$ cat config.mk
export PLATFORM = sky130hd
export DESIGN_NAME = cspipe_chain
export DESIGN_NICKNAME = d
export VERILOG_FILES = /design/src/rtl/cspipe_pkg.sv /design/src/rtl/cspipe_cmpl.sv /design/src/rtl/cspipe_stage.sv /design/src/rtl/cspipe_chain.sv
export SDC_FILE = /design/constraint.sdc
export NUM_CORES = 1
export LEC_CHECK = 0
export ABC_AREA = 1
export CELL_PAD_IN_SITES_DETAIL_PLACEMENT = 0
export CELL_PAD_IN_SITES_GLOBAL_PLACEMENT = 1
export CORE_ASPECT_RATIO = 0.9
export CORE_UTILIZATION = 40
export CTS_BUF_LIST = sky130_fd_sc_hd__clkbuf_16
export CTS_CLUSTER_DIAMETER = 40
export CTS_CLUSTER_SIZE = 14
export DETAILED_ROUTE_END_ITERATION = 8
export DONT_BUFFER_PORTS = 1
export HOLD_SLACK_MARGIN = 0.08
export PLACE_DENSITY_LB_ADDON = 0.1
export SLEW_MARGIN = 20
export SYNTH_ARGS = -nofsm -noshare
export SYNTH_HDL_FRONTEND = slang
export SYNTH_HIERARCHICAL = 1
export SYNTH_SLANG_ARGS = --single-unit
$ cat constraint.sdc
create_clock -name clk -period 1.1 [get_ports clk]
set_clock_uncertainty 0.05 [all_clocks]
set_input_delay 0.055 -clock clk [delete_from_list [all_inputs] [get_ports clk]]
set_output_delay 0.055 -clock clk [all_outputs]
set_load 0.005 [all_outputs]
$ cat src/rtl/cspipe_pkg.sv
package cspipe_pkg;
  // Occupancy of one stage: empty, logic running, result held (flag up)
  typedef enum logic [1:0] {
    SLOT_EMPTY = 2'd0,
    SLOT_BUSY  = 2'd1,
    SLOT_FULL  = 2'd2
  } slot_e;
endpackage

$ cat src/rtl/cspipe_cmpl.sv
module cspipe_cmpl #(
  parameter int PAIRS = 2
) (
  input  logic [PAIRS-1:0] rail_t,
  input  logic [PAIRS-1:0] rail_f,
  output logic             settled
);
  // Every fan-in pair must have split to complementary values
  function automatic logic all_split(input logic [PAIRS-1:0] t, input logic [PAIRS-1:0] f);
    logic r;
    r = 1'b1;
    for (int k = 0; k < PAIRS; k++) r = r & (t[k] ^ f[k]);
    return r;
  endfunction

  assign settled = all_split(rail_t, rail_f);
endmodule

$ cat src/rtl/cspipe_stage.sv
module cspipe_stage
  import cspipe_pkg::*;
#(
  parameter int DW    = 16,
  parameter int PAIRS = 2
) (
  input  logic             clk,
  input  logic             rst_n,
  input  logic             up_gc,
  input  logic [DW-1:0]    up_data,
  input  logic             dn_phi,
  input  logic [PAIRS-1:0] rail_t,
  input  logic [PAIRS-1:0] rail_f,
  output logic             lat_en,
  output logic             phi,
  output logic             gc,
  output logic [DW-1:0]    word_q
);
  slot_e slot_q, slot_d;
  logic  settled;
  logic  busy;
  logic  release_ev;

  cspipe_cmpl #(.PAIRS(PAIRS)) u_cmpl (
    .rail_t (rail_t),
    .rail_f (rail_f),
    .settled(settled)
  );

  assign busy       = (slot_q == SLOT_BUSY);
  assign gc         = (slot_q == SLOT_FULL);
  assign lat_en     = up_gc && (slot_q == SLOT_EMPTY);
  assign phi        = busy && settled;
  assign release_ev = gc && dn_phi;

  always_comb begin
    slot_d = slot_q;
    unique case (slot_q)
      SLOT_EMPTY: if (lat_en)  slot_d = SLOT_BUSY;
      SLOT_BUSY:  if (settled) slot_d = SLOT_FULL;
      SLOT_FULL:  if (dn_phi)  slot_d = SLOT_EMPTY;
      default:                 slot_d = SLOT_EMPTY;
    endcase
  end

  always_ff @(posedge clk) begin
    if (!rst_n) begin
      slot_q <= SLOT_EMPTY;
      word_q <= '0;
    end else begin
      slot_q <= slot_d;
      if (lat_en) word_q <= up_data;
    end
  end


  capture_to_busy_chk: assert property (@(posedge clk) disable iff (!rst_n)
    lat_en |=> busy && (word_q == $past(up_data)));


  no_double_capture_chk: assert property (@(posedge clk) disable iff (!rst_n)
    lat_en |=> !lat_en);


  complete_sets_flag_chk: assert property (@(posedge clk) disable iff (!rst_n)
    phi |=> gc);


  flag_from_work_chk: assert property (@(posedge clk) disable iff (!rst_n)
    $rose(gc) |-> $past(busy));


  hold_keeps_word_chk: assert property (@(posedge clk) disable iff (!rst_n)
    gc && !dn_phi |=> gc && $stable(word_q));


  release_empties_chk: assert property (@(posedge clk) disable iff (!rst_n)
    release_ev |=> !gc && !busy);
endmodule

$ cat src/rtl/cspipe_chain.sv
module cspipe_chain #(
  parameter int STAGES = 4,
  parameter int DW     = 16,
  parameter int PAIRS  = 2
) (
  input  logic                    clk,
  input  logic                    rst_n,
  input  logic                    in_req,
  input  logic [DW-1:0]           in_data,
  output logic                    in_ack,
  input  logic [STAGES*PAIRS-1:0] rail_t,
  input  logic [STAGES*PAIRS-1:0] rail_f,
  output logic [STAGES-1:0]       lat_en,
  output logic                    out_req,
  output logic [DW-1:0]           out_data,
  input  logic                    out_ack
);
  localparam int LAST = STAGES - 1;

  logic [STAGES-1:0] gc;
  logic [STAGES-1:0] phi;
  logic [STAGES-1:0] up_gc;
  logic [STAGES-1:0] dn_phi;
  logic [DW-1:0]     up_word [STAGES];
  logic [DW-1:0]     word    [STAGES];

  for (genvar i = 0; i < STAGES; i++) begin : g_stage
    if (i == 0) begin : g_head
      assign up_gc[i]   = in_req;
      assign up_word[i] = in_data;
    end else begin : g_body
      assign up_gc[i]   = gc[i-1];
      assign up_word[i] = word[i-1];
    end
    if (i == LAST) begin : g_tail
      assign dn_phi[i] = out_ack;
    end else begin : g_mid
      assign dn_phi[i] = phi[i+1];
    end

    cspipe_stage #(.DW(DW), .PAIRS(PAIRS)) u_stage (
      .clk    (clk),
      .rst_n  (rst_n),
      .up_gc  (up_gc[i]),
      .up_data(up_word[i]),
      .dn_phi (dn_phi[i]),
      .rail_t (rail_t[i*PAIRS +: PAIRS]),
      .rail_f (rail_f[i*PAIRS +: PAIRS]),
      .lat_en (lat_en[i]),
      .phi    (phi[i]),
      .gc     (gc[i]),
      .word_q (word[i])
    );

    if (i > 0) begin : g_clr_chk

      upstream_clear_chk: assert property (@(posedge clk) disable iff (!rst_n)
        phi[i] |=> !gc[i-1]);
    end
  end

  assign in_ack   = phi[0];
  assign out_req  = gc[LAST];
  assign out_data = word[LAST];


  stray_ack_ignored_chk: assert property (@(posedge clk) disable iff (!rst_n)
    out_ack && !out_req && !phi[LAST] |=> !out_req);


  out_hold_chk: assert property (@(posedge clk) disable iff (!rst_n)
    out_req && !out_ack |=> out_req && $stable(out_data));
endmodule

* Yosys cells after proc, flatten, opt, wreduce, memory -nomap -nowiden
Index checks and enable logic that the tools add are counted.
** Storage, ports and cells
- Output and inout bits :: 22
- Bits of input ports :: 36
- Register bits after elaboration :: 72
- Word-level logic and storage cells :: 72
** Cells by class
- Equal/unequal tests :: 20
- Reductions and logical operators :: 16
- Bitwise operators :: 12
- Multiplexer cells :: 16
** Operators with widths (number)
- 2-bit 2-to-1 mux :: 12
- 2-bit one-hot mux with 3 select lines :: 4
- 2-bit by 1-bit inequality test with 1-bit output (second input constant) :: 9
- 3-bit AND reduction :: 4
- 2-bit by 1-bit == test with 1-bit output (second input constant) :: 4
- 2-bit == test (second input constant) :: 4
- 1-bit logical AND :: 8
- 2-bit logical NOT :: 4
- 1-bit XOR :: 8
- 2-bit inequality test (second input constant) :: 3
- 1-bit bitwise AND :: 4

* Longest topological paths before layout
- Depth in word-level cells :: 5
- Gate-level depth with buffers :: 9
- Depth with buffers taken out :: 9

* Hierarchy
Netlist, hierarchy kept.
** By module, submodules not included
- cspipe_stage :: cells each 120, sequential area each 360.3 µm², area an instance 850.8 µm², times used 4
- cspipe_cmpl :: cells each 11, sequential area each 0.0 µm², area an instance 41.3 µm², times used 4

* Worst setup path after synthesis
Ideal clock, no wire load.
- Kind :: flip-flop to flip-flop
- From :: reg g_stage[0].u_stage.slot_q[1]
- To :: reg g_stage[1].u_stage.word_q[10]
- Required time :: 0.935 ns
- Path slack :: -0.054 ns
- Setup time :: 0.115 ns
- Arrival time :: 0.989 ns
- Stages on the path, launching flop included :: 8
- Period minus slack after synthesis :: 1.154 ns
- Path buffers :: 2
- Cells stage by stage :: dfxtp_1 -> inv_1 -> nor2_1 -> buf_2 -> buf_4 -> nand3_1 -> nand2_1 -> nor2_1
** On the way
- Word-level cells in the longest chain between the ends :: 2
** Ends and longest elaborated chain
- from (decl) :: line cspipe_stage.sv:19 : slot_e slot_q, slot_d;
- from (signal assigned) :: line cspipe_stage.sv:51 : slot_q <= slot_d;
- 2-bit == test :: line cspipe_stage.sv:31 : assign gc = (slot_q == SLOT_FULL);
- net gc[0] :: line cspipe_chain.sv:20 : logic [STAGES-1:0] gc;
- 1-bit logical AND :: line cspipe_stage.sv:32 : assign lat_en = up_gc && (slot_q == SLOT_EMPTY);
- to (signal assigned) :: line cspipe_stage.sv:52 : if (lat_en) word_q <= up_data;
- to (decl) :: line cspipe_stage.sv:17 : output logic [DW-1:0] word_q
The timed path passes the listed nets, and every way through them passes these cells.
A chain may end at the register's enable or synchronous reset.

* Worst setup path in the final report
- From :: reg g_stage[2].u_stage.slot_q[1]
- To :: out lat_en[3]
** On the way
- Word-level cells in the longest chain between the ends :: 2
** Ends and longest elaborated chain
- from (decl) :: line cspipe_stage.sv:19
- from (signal assigned) :: line cspipe_stage.sv:51
- 2-bit == test :: line cspipe_stage.sv:31
- net gc[2] :: line cspipe_chain.sv:20
- 1-bit logical AND :: line cspipe_stage.sv:32
- to (decl) :: line cspipe_chain.sv:13 : output logic [STAGES-1:0] lat_en,
The timed path passes the listed nets, and every way through them passes these cells.

==> qor.yml <==
floorplan:
  placementRows: 32
  floorplan.die_area_mm2: 0.00930
  io-pin-count: 58
  die-width_um: 102
  core_area_mm2: 0.00861
  die_h_um: 91.6
  start_util_pct: 41.5
drt:
  first_pass_detailed_route_iteration_total: 5
  antenna_left: 0
  drt-wirelength-per-cell_um: 10.9
  drt_iter0_drc: 85
  post_drt_via_cell_ratio: 4.36
  drt_drc_violations_left: 0
  postRouteWirelength_mm: 7.48
  routed-via-count: 2999
synth:
  synth.lib_cells_used.distinct: 14
  synthesized_instance_count: 524
  synth.largest_area_cell: "sky130_fd_sc_hd__dfxtp_1"
  sequential_share_of_the_synthesized_area_pct: 40.4
  avgSynthCellArea_um2: 6.81
  synthesis.nets: 560
  syn_area_mm2: 0.00357
  synth_top_area_share_pct: 40.4
  synth_area_leaders: "sky130_fd_sc_hd__dfxtp_1 40%, sky130_fd_sc_hd__inv_1 11%, sky130_fd_sc_hd__nand2_1 9.7%"
  ys_warnings: 6
  count_of_state_elements_after_synthesis: 72
status:
  run_status: "finished with violations"
  violations_in_the_final_reports: "negative hold slack, negative setup slack"
timing:
  final_min_period_over_clock_period_pct: 108
  report.final.setup_viol: 43
  fin_setup_tns_ps: -1010
  timing.hold.ws_ps: -183
  achievable-frequency_ghz: 0.845
  layout_setup_ws_ps: -83.4
  timing_hold_violations_final: 65
  timing_worst_slew_pin_value_ps: 182
  final_max_slew_viol_count: 0
  timing.max_slew.rel_slack_pct: 87.9
  grt_setup_unrepaired: "yes"
  period_needed_ps: 1180
worst_setup_path:
  critPathArrivalTime_ps: 1080
  cp-end-kind: "primary output"
  worst-setup-path-type: "register to primary output"
  cp.required_ps: 1000
  critical_path.reg2reg.endpoint: "g_stage[1].u_stage/slot_q[1]"
  critical_path.startpoint: "g_stage[2].u_stage/slot_q[1]"
  rr_startpoint: "g_stage[2].u_stage/slot_q[1]"
  worstSetupStartpointType: "register"
  crit_path_end: "lat_en[3]"
  ff2ff_setup_slack_ps: -60
  ff2ff_path_depth: 8
  worst-path-max-fanout: 4
final_layout:
  drive_above_1_share_pct: 24.1
  insertedDiodeCount: 0
  finalNetCount: 600
  layout.filler_cells: 877
  multi_input_area_mm2: 0.00168
  utilization_pct: 56.8
  syn_to_final_growth_pct: 37.0
  seq_area_mm2: 0.00146
power:
  p_per_area_mw_per_mm2: 1330
  power.static_leakage_nw: 2.19
  total_power_mw: 6.50
  peakVddDrop_v: 0.000828
cts:
  holdBufCountCts: 21
  clock_sink_count: 72
  clock_tree.buffer_depth: 2
  cts_tree: "yes"
  numCtsBuffers: 9
  worst_setup_hold_path_clk_slew_ps: 50
  number_of_levels_the_h_tree_was_split_into: 3
  clockRootBuffer: "sky130_fd_sc_hd__clkbuf_16"
  clock_insertion_delay_worst_skew_ps: 320
placement:
  dpl.hpwl_mm: 4.08
  place_congestion: 0.679
  port_buffers: 0
global_route:
  grt_pass1_vias: 2801
  grt_max_degree: 69
  grt.total_usage_pct: 16.5
  total_overflow_reported_by_the_global_router: 0
  grt_first_pass_wirelength_mm: 12.4
  initial_antenna_violation_count: 0
hold_path:
  timing.hold.worst.class: "primary input to register"
  min_from: "rst_n"
flow_run:
  max-cap-violations: 0
[flip-flops by register name, summed over array words and instances (netlist names)]
name / count
g_stage.u_stage/word_q: 64
g_stage.u_stage/slot_q: 8
[cell usage in the layout, fill, tap and decap left out, types with 9 or more instances in the layout]
master                           netlist  layout
sky130_fd_sc_hd__nand3_2               0      30
sky130_fd_sc_hd__nand2_1              92      85
sky130_fd_sc_hd__inv_1               100      91
sky130_fd_sc_hd__dlymetal6s4s_1        0      11
sky130_fd_sc_hd__clkbuf_16             0      15
sky130_fd_sc_hd__buf_4                 4      16
sky130_fd_sc_hd__nand3_1              68      38
sky130_fd_sc_hd__a21oi_1              68      63
sky130_fd_sc_hd__dfxtp_1              72      64
sky130_fd_sc_hd__a21oi_2               4       9
sky130_fd_sc_hd__nor2_1               72      65
sky130_fd_sc_hd__buf_12                0      14
sky130_fd_sc_hd__dlygate4sd3_1         0      10
[logic make-up after synthesis]
family,share of synthesized area [%]
compound gates,10.5
buf+inv,18.9
flops,40.4
simple gates,30.2
[worst min-delay path by stage]
stage | endpoint | cells past startpoint
finish | g_stage[0].u_stage/word_q[0] | 2
global route | g_stage[0].u_stage/word_q[9] | 2
CTS | g_stage[0].u_stage/word_q[4] | 2
detailed placement | g_stage[0].u_stage/word_q[14] | 2
global placement | g_stage[0].u_stage/word_q[14] | 2
floorplan | g_stage[3].u_stage/slot_q[1] | 3
[layout make-up]
cell class / instances / area share [%]
clock buffers: 9 / 4.61
multi-input cells: 316 / 34.3
inverters: 100 / 7.73
clock inverters: 7 / 1.77
well taps: 119 / 3.05
repair buffers: 65 / 18.6
flip-flops and latches: 72 / 29.9
[synthesized netlist by cell type]
master                     instances
sky130_fd_sc_hd__nand2_4           4
sky130_fd_sc_hd__dfxtp_1          72
sky130_fd_sc_hd__buf_6            12
sky130_fd_sc_hd__buf_2            16
sky130_fd_sc_hd__nor2_4            4
sky130_fd_sc_hd__nand3b_1          4
sky130_fd_sc_hd__inv_1           100
sky130_fd_sc_hd__nor2_1           72
sky130_fd_sc_hd__clkbuf_8          4
sky130_fd_sc_hd__nand2_1          92
sky130_fd_sc_hd__a21oi_1          68
sky130_fd_sc_hd__a21oi_2           4
sky130_fd_sc_hd__buf_4             4
sky130_fd_sc_hd__nand3_1          68
[repair_timing]
item                                    in CTS  in global routing
setup buffers                               15                 10
endpoints found under the setup margin      44                 71
hold endpoints to repair                    72                 65
gates resized for setup                     24                 73
cloned                                       4                  6
pin swaps                                    8                 46
[stage by stage]
step                std cells  area (um2)  setup slack, ps
CTS                       674        4440             -104
finish                    688        4890            -83.4
floorplan                 524        3590             3.34
global route              688        4890             -138
global placement          618        3600            0.141
detailed placement        618        3600            -19.9
[routing by layer]
layer | track usage (%) | share of wire (%) | wire length, um
met4 | 5.07 | 0.39 | 29
met1 | 20.2 | 48 | 3590
met2 | 28.1 | 49 | 3660
met5 | 0 | 0 | 0
met3 | 4.00 | 2.6 | 197
[critical path: stages (launching register included)]
cell and delay, ps:
sky130_fd_sc_hd__dfxtp_2 360, sky130_fd_sc_hd__inv_2 60, sky130_fd_sc_hd__nor2_4 120, sky130_fd_sc_hd__buf_12 140
sky130_fd_sc_hd__nand2_4 50, sky130_fd_sc_hd__inv_2 50
[power breakdown]
group	switching, mW	internal [mW]
logic	0.360	0.390
clock network	1.01	1.96
registers	0.0650	2.71
Power figures use the tool's default switching activity.
